### src/rtl/pll_search_pkg.sv
package pll_search_pkg;

  typedef enum logic [2:0] {
    OP_PAD, OP_HI, OP_LO, OP_MHI, OP_MLO, OP_NFLOOR, OP_VCO, OP_OUT
  } divOp_e;

  typedef struct packed {
    logic   load;
    logic   divGo;
    divOp_e op;
    logic   plFirst;
    logic   plNext;
    logic   mFirst;
    logic   mNext;
    logic   nNext;
    logic   publish;
  } ctlStrobe_t;

  typedef struct packed {
    logic divDone;
    logic mEmpty;
    logic mLast;
    logic plLast;
    logic nTooBig;
    logic nBelow;
    logic nAbove;
    logic nLast;
    logic vcoOk;
    logic exact;
  } dpFlags_t;

  // post-divider code to divide value (non-monotonic lookup)
  function automatic logic [5:0] divOf(input logic [3:0] code);
    case (code)
      4'd0:  divOf = 6'd1;
      4'd1:  divOf = 6'd2;
      4'd2:  divOf = 6'd3;
      4'd3:  divOf = 6'd4;
      4'd4:  divOf = 6'd5;
      4'd5:  divOf = 6'd6;
      4'd6:  divOf = 6'd8;
      4'd7:  divOf = 6'd10;
      4'd8:  divOf = 6'd12;
      4'd9:  divOf = 6'd16;
      4'd10: divOf = 6'd12;
      4'd11: divOf = 6'd16;
      4'd12: divOf = 6'd20;
      4'd13: divOf = 6'd24;
      default: divOf = 6'd32;
    endcase
  endfunction

  // lowest code in 0..13 whose divide value reaches the bound, else 14
  function automatic logic [3:0] codeOf(input logic [5:0] bound);
    codeOf = 4'd14;
    for (int i = 13; i >= 0; i--) begin
      if (divOf(4'(i)) >= bound) codeOf = 4'(i);
    end
  endfunction

endpackage

### src/rtl/pll_search_div.sv
module pll_search_div #(
  parameter int W = 32
) (
  input  logic         clk,
  input  logic         rstN,
  input  logic         go,
  input  logic [W-1:0] dividend,
  input  logic [W-1:0] divisor,
  output logic         done,
  output logic [W-1:0] quotient,
  output logic [W-1:0] remainder
);
  localparam int CNT_W = $clog2(W + 1);

  logic [CNT_W-1:0] cnt;
  logic             busy;
  logic [W-1:0]     quoR, remR, dvdQ, dvsQ;
  logic [W:0]       remShift;
  logic [W+1:0]     diff;

  always_comb begin
    remShift = {remR, quoR[W-1]};
    diff     = {1'b0, remShift} - {2'b0, dvsQ};
  end

  always_ff @(posedge clk) begin
    if (!rstN) begin
      cnt  <= '0;
      busy <= 1'b0;
      done <= 1'b0;
      quoR <= '0;
      remR <= '0;
      dvdQ <= '0;
      dvsQ <= '0;
    end else begin
      done <= 1'b0;
      if (go && !busy) begin
        quoR <= dividend;
        remR <= '0;
        dvdQ <= dividend;
        dvsQ <= divisor;
        cnt  <= CNT_W'(W);
        busy <= 1'b1;
      end else if (busy) begin
        if (diff[W+1]) begin
          remR <= remShift[W-1:0];
          quoR <= {quoR[W-2:0], 1'b0};
        end else begin
          remR <= diff[W-1:0];
          quoR <= {quoR[W-2:0], 1'b1};
        end
        cnt <= cnt - 1'b1;
        if (cnt == CNT_W'(1)) begin
          busy <= 1'b0;
          done <= 1'b1;
        end
      end
    end
  end

  assign quotient  = quoR;
  assign remainder = remR;

  // every quotient the search relies on must be exact
  assert_div_exact_R6: assert property (@(posedge clk) disable iff (!rstN)
    (done && dvsQ != '0) |->
      (({{W{1'b0}}, quoR} * {{W{1'b0}}, dvsQ} + {{W{1'b0}}, remR}) == {{W{1'b0}}, dvdQ})
      && (remR < dvsQ));

endmodule

### src/rtl/pll_search_dp.sv
module pll_search_dp
  import pll_search_pkg::*;
#(
  parameter int FW      = 16,
  parameter int DW      = 32,
  parameter int MW      = 8,
  parameter int NW      = 8,
  parameter int CW      = 4,
  parameter int VCO_MIN = 1000,
  parameter int VCO_MAX = 2064,
  parameter int U_MIN   = 12,
  parameter int U_MAX   = 38,
  parameter int M_MIN   = 1,
  parameter int M_MAX   = 255,
  parameter int N_MIN   = 8,
  parameter int N_MAX   = 255,
  parameter int PL_MIN  = 1,
  parameter int PL_MAX  = 32,
  parameter int PAD_DIV = 50
) (
  input  logic          clk,
  input  logic          rstN,
  input  ctlStrobe_t    st,
  input  logic [FW-1:0] targetMhz,
  input  logic [FW-1:0] refMhz,
  output dpFlags_t      flags,
  output logic [MW-1:0] mOut,
  output logic [NW-1:0] nOut,
  output logic [CW-1:0] plOut,
  output logic          noMatch
);
  localparam logic [DW-1:0] VMIN_V = DW'(VCO_MIN);
  localparam logic [DW-1:0] VMAX_V = DW'(VCO_MAX);
  localparam logic [DW-1:0] MMIN_V = DW'(M_MIN);
  localparam logic [DW-1:0] MMAX_V = DW'(M_MAX);
  localparam logic [NW:0]   NMIN_V = (NW+1)'(N_MIN);
  localparam logic [NW:0]   NMAX_V = (NW+1)'(N_MAX);

  logic [FW-1:0] tgtQ, refQ;
  logic [DW-1:0] padT, vcoHi, mLo, mHi, vco, bestErr;
  logic [5:0]    hiB, loB;
  logic [CW-1:0] pl, bestPl;
  logic [MW-1:0] m, bestM;
  logic [NW:0]   nCur, nTop;
  logic [NW-1:0] bestN;
  logic          nTooBig, found;
  divOp_e        opQ;

  logic [DW-1:0] dvd, dvs, quo, rem, padSum, delta, tgtW, refW, divW;
  logic          divDone;
  logic [3:0]    codeLo, codeHi;

  function automatic logic [5:0] clampDiv(input logic [DW-1:0] q);
    if (q < DW'(PL_MIN))      clampDiv = 6'(PL_MIN);
    else if (q > DW'(PL_MAX)) clampDiv = 6'(PL_MAX);
    else                      clampDiv = q[5:0];
  endfunction

  always_comb begin
    tgtW   = DW'(tgtQ);
    refW   = DW'(refQ);
    divW   = DW'(divOf(4'(pl)));
    codeLo = codeOf(loB);
    codeHi = codeOf(hiB);
    padSum = tgtW + quo;
    delta  = (quo >= tgtW) ? quo - tgtW : tgtW - quo;
    case (st.op)
      OP_PAD:    begin dvd = tgtW;                 dvs = DW'(PAD_DIV);   end
      OP_HI:     begin dvd = vcoHi;                dvs = padT;           end
      OP_LO:     begin dvd = VMIN_V;               dvs = padT;           end
      OP_MHI:    begin dvd = refW;                 dvs = DW'(U_MIN);     end
      OP_MLO:    begin dvd = refW;                 dvs = DW'(U_MAX + 1); end
      OP_NFLOOR: begin dvd = tgtW * divW * DW'(m); dvs = refW;           end
      OP_VCO:    begin dvd = refW * DW'(nCur);     dvs = DW'(m);         end
      default:   begin dvd = vco + (divW >> 1);    dvs = divW;           end
    endcase
  end

  pll_search_div #(.W(DW)) i_div (
    .clk(clk), .rstN(rstN), .go(st.divGo), .dividend(dvd), .divisor(dvs),
    .done(divDone), .quotient(quo), .remainder(rem)
  );

  always_ff @(posedge clk) begin
    if (!rstN) begin
      tgtQ <= '0; refQ <= '0; padT <= '0; vcoHi <= '0;
      hiB <= '0; loB <= '0; mLo <= '0; mHi <= '0; vco <= '0;
      pl <= '0; m <= '0; nCur <= '0; nTop <= '0; nTooBig <= 1'b0;
      bestM <= '0; bestN <= '0; bestPl <= '0; bestErr <= '1; found <= 1'b0;
      opQ <= OP_PAD;
      mOut <= '0; nOut <= '0; plOut <= '0; noMatch <= 1'b0;
    end else begin
      if (st.load) begin
        tgtQ    <= targetMhz;
        refQ    <= refMhz;
        bestM   <= MW'(M_MAX);
        bestN   <= NW'(N_MIN);
        bestPl  <= '0;
        bestErr <= '1;
        found   <= 1'b0;
      end
      if (st.divGo) opQ <= st.op;
      if (divDone) begin
        case (opQ)
          OP_PAD: begin
            padT  <= padSum;
            vcoHi <= (VMAX_V < padSum) ? padSum : VMAX_V;
          end
          OP_HI:  hiB <= clampDiv(quo + DW'(rem != '0));
          OP_LO:  loB <= clampDiv(quo);
          OP_MHI: mHi <= (quo > MMAX_V) ? MMAX_V : quo;
          OP_MLO: mLo <= (quo + 1'b1 < MMIN_V) ? MMIN_V : quo + 1'b1;
          OP_NFLOOR: begin
            nTooBig <= quo > DW'(N_MAX);
            nCur    <= quo[NW:0];
            nTop    <= quo[NW:0] + (NW+1)'(rem != '0);
          end
          OP_VCO: vco <= quo;
          default: begin
            if (delta < bestErr) begin
              bestErr <= delta;
              bestM   <= m;
              bestN   <= nCur[NW-1:0];
              bestPl  <= pl;
              found   <= 1'b1;
            end
          end
        endcase
      end
      if (st.plFirst) pl <= CW'(codeLo);
      if (st.plNext)  pl <= pl + 1'b1;
      if (st.mFirst)  m <= mLo[MW-1:0];
      if (st.mNext)   m <= m + 1'b1;
      if (st.nNext)   nCur <= nCur + 1'b1;
      if (st.publish) begin
        mOut    <= bestM;
        nOut    <= bestN;
        plOut   <= bestPl;
        noMatch <= !found;
      end
    end
  end

  always_comb begin
    flags.divDone = divDone;
    flags.mEmpty  = mLo > mHi;
    flags.mLast   = DW'(m) == mHi;
    flags.plLast  = pl == CW'(codeHi);
    flags.nTooBig = nTooBig;
    flags.nBelow  = nCur < NMIN_V;
    flags.nAbove  = nCur > NMAX_V;
    flags.nLast   = nCur == nTop;
    flags.vcoOk   = (vco >= VMIN_V) && (vco <= vcoHi);
    flags.exact   = found && (bestErr == '0);
  end

  assert_code_in_range_R4: assert property (@(posedge clk) disable iff (!rstN)
    (divDone && opQ == OP_OUT) |-> (pl >= CW'(codeLo) && pl <= CW'(codeHi)));

  assert_m_in_range_R5: assert property (@(posedge clk) disable iff (!rstN)
    (divDone && opQ == OP_OUT) |-> (DW'(m) >= mLo && DW'(m) <= mHi));

  assert_best_never_worse_R8: assert property (@(posedge clk) disable iff (!rstN)
    !st.load |=> (bestErr <= $past(bestErr)));

  assert_default_on_nomatch_R9: assert property (@(posedge clk) disable iff (!rstN)
    (st.publish && !found) |=>
      (noMatch && mOut == MW'(M_MAX) && nOut == NW'(N_MIN) && plOut == '0));

  assert_inputs_held_R11: assert property (@(posedge clk) disable iff (!rstN)
    !st.load |=> ($stable(tgtQ) && $stable(refQ)));

endmodule

### src/rtl/pll_search_ctl.sv
module pll_search_ctl
  import pll_search_pkg::*;
(
  input  logic       clk,
  input  logic       rstN,
  input  logic       start,
  input  dpFlags_t   flags,
  output ctlStrobe_t st,
  output logic       done
);
  typedef enum logic [2:0] {S_IDLE, S_ISSUE, S_WAIT, S_DECIDE, S_NCHK, S_FIN} state_e;

  state_e state, nxt;
  divOp_e curOp, opNext;
  logic   doStep, doAdv;

  always_comb begin
    st     = '0;
    st.op  = curOp;
    nxt    = state;
    opNext = curOp;
    doStep = 1'b0;
    doAdv  = 1'b0;
    case (state)
      S_IDLE: if (start) begin
        st.load = 1'b1;
        opNext  = OP_PAD;
        nxt     = S_ISSUE;
      end
      S_ISSUE: begin
        st.divGo = 1'b1;
        nxt      = S_WAIT;
      end
      S_WAIT: if (flags.divDone) nxt = S_DECIDE;
      S_DECIDE: begin
        case (curOp)
          OP_PAD: begin opNext = OP_HI;  nxt = S_ISSUE; end
          OP_HI:  begin opNext = OP_LO;  nxt = S_ISSUE; end
          OP_LO:  begin opNext = OP_MHI; nxt = S_ISSUE; end
          OP_MHI: begin opNext = OP_MLO; nxt = S_ISSUE; end
          OP_MLO: begin
            if (flags.mEmpty) nxt = S_FIN;
            else begin
              st.plFirst = 1'b1;
              st.mFirst  = 1'b1;
              opNext     = OP_NFLOOR;
              nxt        = S_ISSUE;
            end
          end
          OP_NFLOOR: begin
            if (flags.nTooBig) doAdv = 1'b1;
            else nxt = S_NCHK;
          end
          OP_VCO: begin
            if (flags.vcoOk) begin opNext = OP_OUT; nxt = S_ISSUE; end
            else doStep = 1'b1;
          end
          default: begin
            if (flags.exact) nxt = S_FIN;
            else doStep = 1'b1;
          end
        endcase
      end
      S_NCHK: begin
        if (flags.nAbove)      doAdv = 1'b1;
        else if (flags.nBelow) doStep = 1'b1;
        else begin opNext = OP_VCO; nxt = S_ISSUE; end
      end
      S_FIN: begin
        st.publish = 1'b1;
        nxt        = S_IDLE;
      end
      default: nxt = S_IDLE;
    endcase

    if (doStep) begin
      if (flags.nLast) doAdv = 1'b1;
      else begin
        st.nNext = 1'b1;
        nxt      = S_NCHK;
      end
    end
    if (doAdv) begin
      if (flags.mLast) begin
        if (flags.plLast) nxt = S_FIN;
        else begin
          st.plNext = 1'b1;
          st.mFirst = 1'b1;
          opNext    = OP_NFLOOR;
          nxt       = S_ISSUE;
        end
      end else begin
        st.mNext = 1'b1;
        opNext   = OP_NFLOOR;
        nxt      = S_ISSUE;
      end
    end
  end

  always_ff @(posedge clk) begin
    if (!rstN) begin
      state <= S_IDLE;
      curOp <= OP_PAD;
      done  <= 1'b0;
    end else begin
      state <= nxt;
      curOp <= opNext;
      done  <= (state == S_FIN);
    end
  end

  assert_done_single_R10: assert property (@(posedge clk) disable iff (!rstN)
    done |=> !done);

  assert_no_reload_busy_R11: assert property (@(posedge clk) disable iff (!rstN)
    (state != S_IDLE && start) |=> (state != S_ISSUE || curOp != OP_PAD));

endmodule

### src/rtl/pll_coeff_search.sv
module pll_coeff_search
  import pll_search_pkg::*;
#(
  parameter int FW = 16,
  parameter int MW = 8,
  parameter int NW = 8,
  parameter int CW = 4
) (
  input  logic          clk,
  input  logic          rstN,
  input  logic          start,
  input  logic [FW-1:0] targetMhz,
  input  logic [FW-1:0] refMhz,
  output logic          done,
  output logic [MW-1:0] mOut,
  output logic [NW-1:0] nOut,
  output logic [CW-1:0] plOut,
  output logic          noMatch
);
  ctlStrobe_t st;
  dpFlags_t   flags;

  pll_search_ctl i_ctl (
    .clk(clk), .rstN(rstN), .start(start), .flags(flags), .st(st), .done(done)
  );

  pll_search_dp #(.FW(FW), .MW(MW), .NW(NW), .CW(CW)) i_dp (
    .clk(clk), .rstN(rstN), .st(st), .targetMhz(targetMhz), .refMhz(refMhz),
    .flags(flags), .mOut(mOut), .nOut(nOut), .plOut(plOut), .noMatch(noMatch)
  );

endmodule

### config.mk
export PLATFORM = sky130hd
export DESIGN_NAME = pll_coeff_search
export DESIGN_NICKNAME = d
export VERILOG_FILES = /design/src/rtl/pll_search_pkg.sv /design/src/rtl/pll_search_div.sv /design/src/rtl/pll_search_dp.sv /design/src/rtl/pll_search_ctl.sv /design/src/rtl/pll_coeff_search.sv
export SDC_FILE = /design/constraint.sdc
export NUM_CORES = 2
export LEC_CHECK = 0
export BUFFER_PORTS_ARGS = -buffer_cell sky130_fd_sc_hd__buf_2
export CAP_MARGIN = 20
export CORE_MARGIN = 1.5
export CORE_UTILIZATION = 30
export DETAILED_ROUTE_END_ITERATION = 10
export PLACE_DENSITY = 0.41
export SLEW_MARGIN = 5
export SYNTH_ARGS = -nofsm -noshare
export SYNTH_HDL_FRONTEND = slang
export SYNTH_SLANG_ARGS = --single-unit
### constraint.sdc
create_clock -name clk -period 11.86 [get_ports clk]
set_clock_uncertainty 0.2 [all_clocks]
set_input_delay 0.593 -clock clk [delete_from_list [all_inputs] [get_ports clk]]
set_output_delay 0.593 -clock clk [all_outputs]
set_load 0.01 [all_outputs]
==> results.ini <==
[outcome]
status=finished, final reports clean

[synthesis]
synth.top_cell.area_share_pct=21.4
yosysSeqAreaShare_pct=21.4
yosys_warnings=0
synthArstFlopShare_pct=0
synth_area_sq_mm=0.0401
synthFlopType=dfxtp_1
synth_enable_flop_cells=0
ys_seq_elements=429
synth_cell_types=98
netlist_instances=5092
yosys.area.top_type=dfxtp_1
syn_nets=5726
avgSynthCellArea_sq_um=7.87
ys_top_cells_by_area=dfxtp_1 21%, fa_1 14%, ha_1 9.9%

[grt]
grt_pass1_wl_um=256000
antenna_found_initial=16
grt_pass1_vias=36700
grt_max_degree=76
grtUsageTotal_pct=25.5
overflow=0

[clock_network]
cts_num_sinks=429
cts_tree=done
clk_latency_ns=0.73
cts_made_buffers=58
clkTransAtPathRegs_ns=0.08
htreeDepth=2
cts.repair.resized=0
cts_setup_buffers=0
root_buffer=clkbuf_16
clockBufferDepth=3

[cells_and_area]
nFillCells=14100
final_common_cell=nand2_1
final_area_sq_mm=0.0448
synthToLayoutAreaGrowth_pct=11.8
most-common-layout-cells=631 x nand2_1, 524 x inv_1, 423 x dfxtp_1
drive_above_1_share_pct=7.07
multi_input_area_sq_mm=0.0284
post-route-util_pct=33.9
regArea_sq_mm=0.00860
layout.nets=5679

[power]
intPower_uw=3470
power_frac_clock_pct=36.9
p_seq_share_pct=28.0
vdd.ir_drop.worst_mv=0.121
p_sw_uw=2150
powerDensity_mw_per_mm2=125
pwr-share-comb_pct=35.1
leakage_uw=0.0193
netSwitchingFraction_pct=38.2

[route]
drt_iter0_markers=3228
vias=36900
viasPerCell=5.39
drcViolationCount=0
routed_wl_um=175000
post_drt_wl_per_cell_um=25.6
ant_nets=0
first_pass_iters=6

[setup_path]
max_stage_delay_ns=0.90
cp-end-kind=flip-flop
startpoint=i_dp.divW[0]$_SDFF_PP0_
reg2reg_from=i_dp.divW[0]$_SDFF_PP0_
worstPathArrival_ns=10.76
cp_slowest_cell=dfxtp_1
critPathRequiredTime_ns=12.28
setup.worst_path.start_class=flip-flop
crit_top_cell=fa_1
path_class=flip-flop to flip-flop
crit_fanout=24

[sta]
period_minus_slack_ns=10.34
relSlewSlack_pct=23.7
whs_ns=0.0735
max_freq_mhz=96.7
setup-tns-final_ns=0
finalHoldViolCount=0
final_max_slew_viol_count=0
timing.final.ws_setup_ns=1.52
worstMarginPinSlew_ns=1.14
grt_setup_unrepaired=no
fin_crit_sh_pct=87.2
finalSetupViolations=0

[floorplanning]
dieHeight_um=368
rows=133
io_pins=57
die_x_um=368
start_util_pct=30.4
design.core.area_sq_mm=0.132
dieArea_sq_mm=0.136

[place]
dp_hpwl_um=135000
place_area_sq_mm=0.0423
post-place-ws_ns=1.53
portBuffers=56
place.gp.congestion=1.04

[job]
maxCapViolCount=0

[min_path]
min_from=targetMhz[0]
hold_class=primary input to flip-flop

## layout make-up
type | instances | area share, %
diodes | 2 | 0.0112
clock buffers | 78 | 3.70
clock inverters | 28 | 1.29
inverters | 530 | 4.46
multi-input cells | 3833 | 63.3
flip-flops and latches | 429 | 19.2
well taps | 1755 | 4.90
repair buffers | 193 | 3.12
## sequential cells by signal, indices dropped and copies added, names as in the netlist, 9 cells and up
signal and count:
i_dp.nCur 9, i_dp.vco 32, i_dp.padT 32, i_dp.nTop 9
i_dp.i_div.quotient 32, i_dp.refQ 16, i_dp.tgtQ 16, i_dp.bestErr 32
i_dp.mHi 32, i_dp.i_div.remainder 32, i_dp.vcoHi 32, i_dp.i_div.dvsQ 32
i_dp.mLo 32
## what timing repair did
action                                 in CTS  in global routing
hold buffers                               23                  0
setup endpoints to repair                   0                  0
endpoints found under the hold margin      23                  0
## synthesized netlist by cell type (all sizes together) (59+ instances only)
library cell / number
fa: 281
a21oi: 393
o21ai: 222
and3: 59
nor2: 339
clkbuf: 250
nand2: 632
xor2: 74
nand3: 122
a211oi: 81
nor3: 120
xnor2: 156
inv: 527
a21o: 61
and2: 243
dfxtp: 429
ha: 318
## logic make-up (layout without fill, tap and decap cells)
logic type | after synthesis | in the layout | synth area share [%]
other | 0 | 2 | 0
AOI/OAI and AO/OA | 1166 | 1166 | 18.7
adders and majority gates | 601 | 601 | 24.0
and+or+nand+nor | 1779 | 1779 | 21.4
xor gates and xnor gates | 230 | 230 | 5.03
muxes | 57 | 57 | 1.46
buffers and inverters | 830 | 829 | 7.89
DFF | 429 | 429 | 21.4
## worst paths after layout
path	to	cells past startpoint	slack, ns
max	i_dp.i_div.quotient[23]$_SDFFE_PN0P_	31	1.52
max reg2reg	i_dp.i_div.quotient[23]$_SDFFE_PN0P_	31	1.52
min	i_dp.tgtQ[0]$_SDFFE_PN0P_	3	0.07
min reg2reg	i_dp.plOut[0]$_SDFFE_PN0P_	2	0.25
## critical path: cells and delay by family (launching register included)
family	cells	cell delay (ns)
AOI/OAI and AO/OA	10	2.62
xor gates and xnor gates	1	0.60
adders and majority gates	9	4.10
buffers and inverters	4	0.21
DFF	1	0.90
muxes	1	0.46
and+or+nand+nor	6	1.13
## per-stage QoR
step / power, uW / std cells
after detailed placement: 3540 / 6715
after floorplan: 2900 / 5092
after global routing: 5900 / 6846
after CTS: 5640 / 6844
final: 5620 / 6848
after global placement: 3550 / 6712
## power groups by stage
stage | logic (uW) | registers, uW | clock network, uW
after floorplan | 1330 | 1570 | 0
after global placement | 1940 | 1610 | 0
after detailed placement | 1930 | 1600 | 0
after CTS | 1950 | 1570 | 2120
after global routing | 2150 | 1580 | 2170
final | 1970 | 1570 | 2080
## metal layers
| metal | track usage (%) | part of all wire [%] | up-vias |
|---|---|---|---|
| met5 | 0 | 0.046 | - |
| met4 | 9.79 | 4.2 | 12 |
| met3 | 4.69 | 6.8 | 295 |
| met2 | 39.9 | 44 | 1158 |
| met1 | 34.6 | 45 | 18200 |
| li1 | - | - | 17200 |
Power figures use the tool's default switching activity.
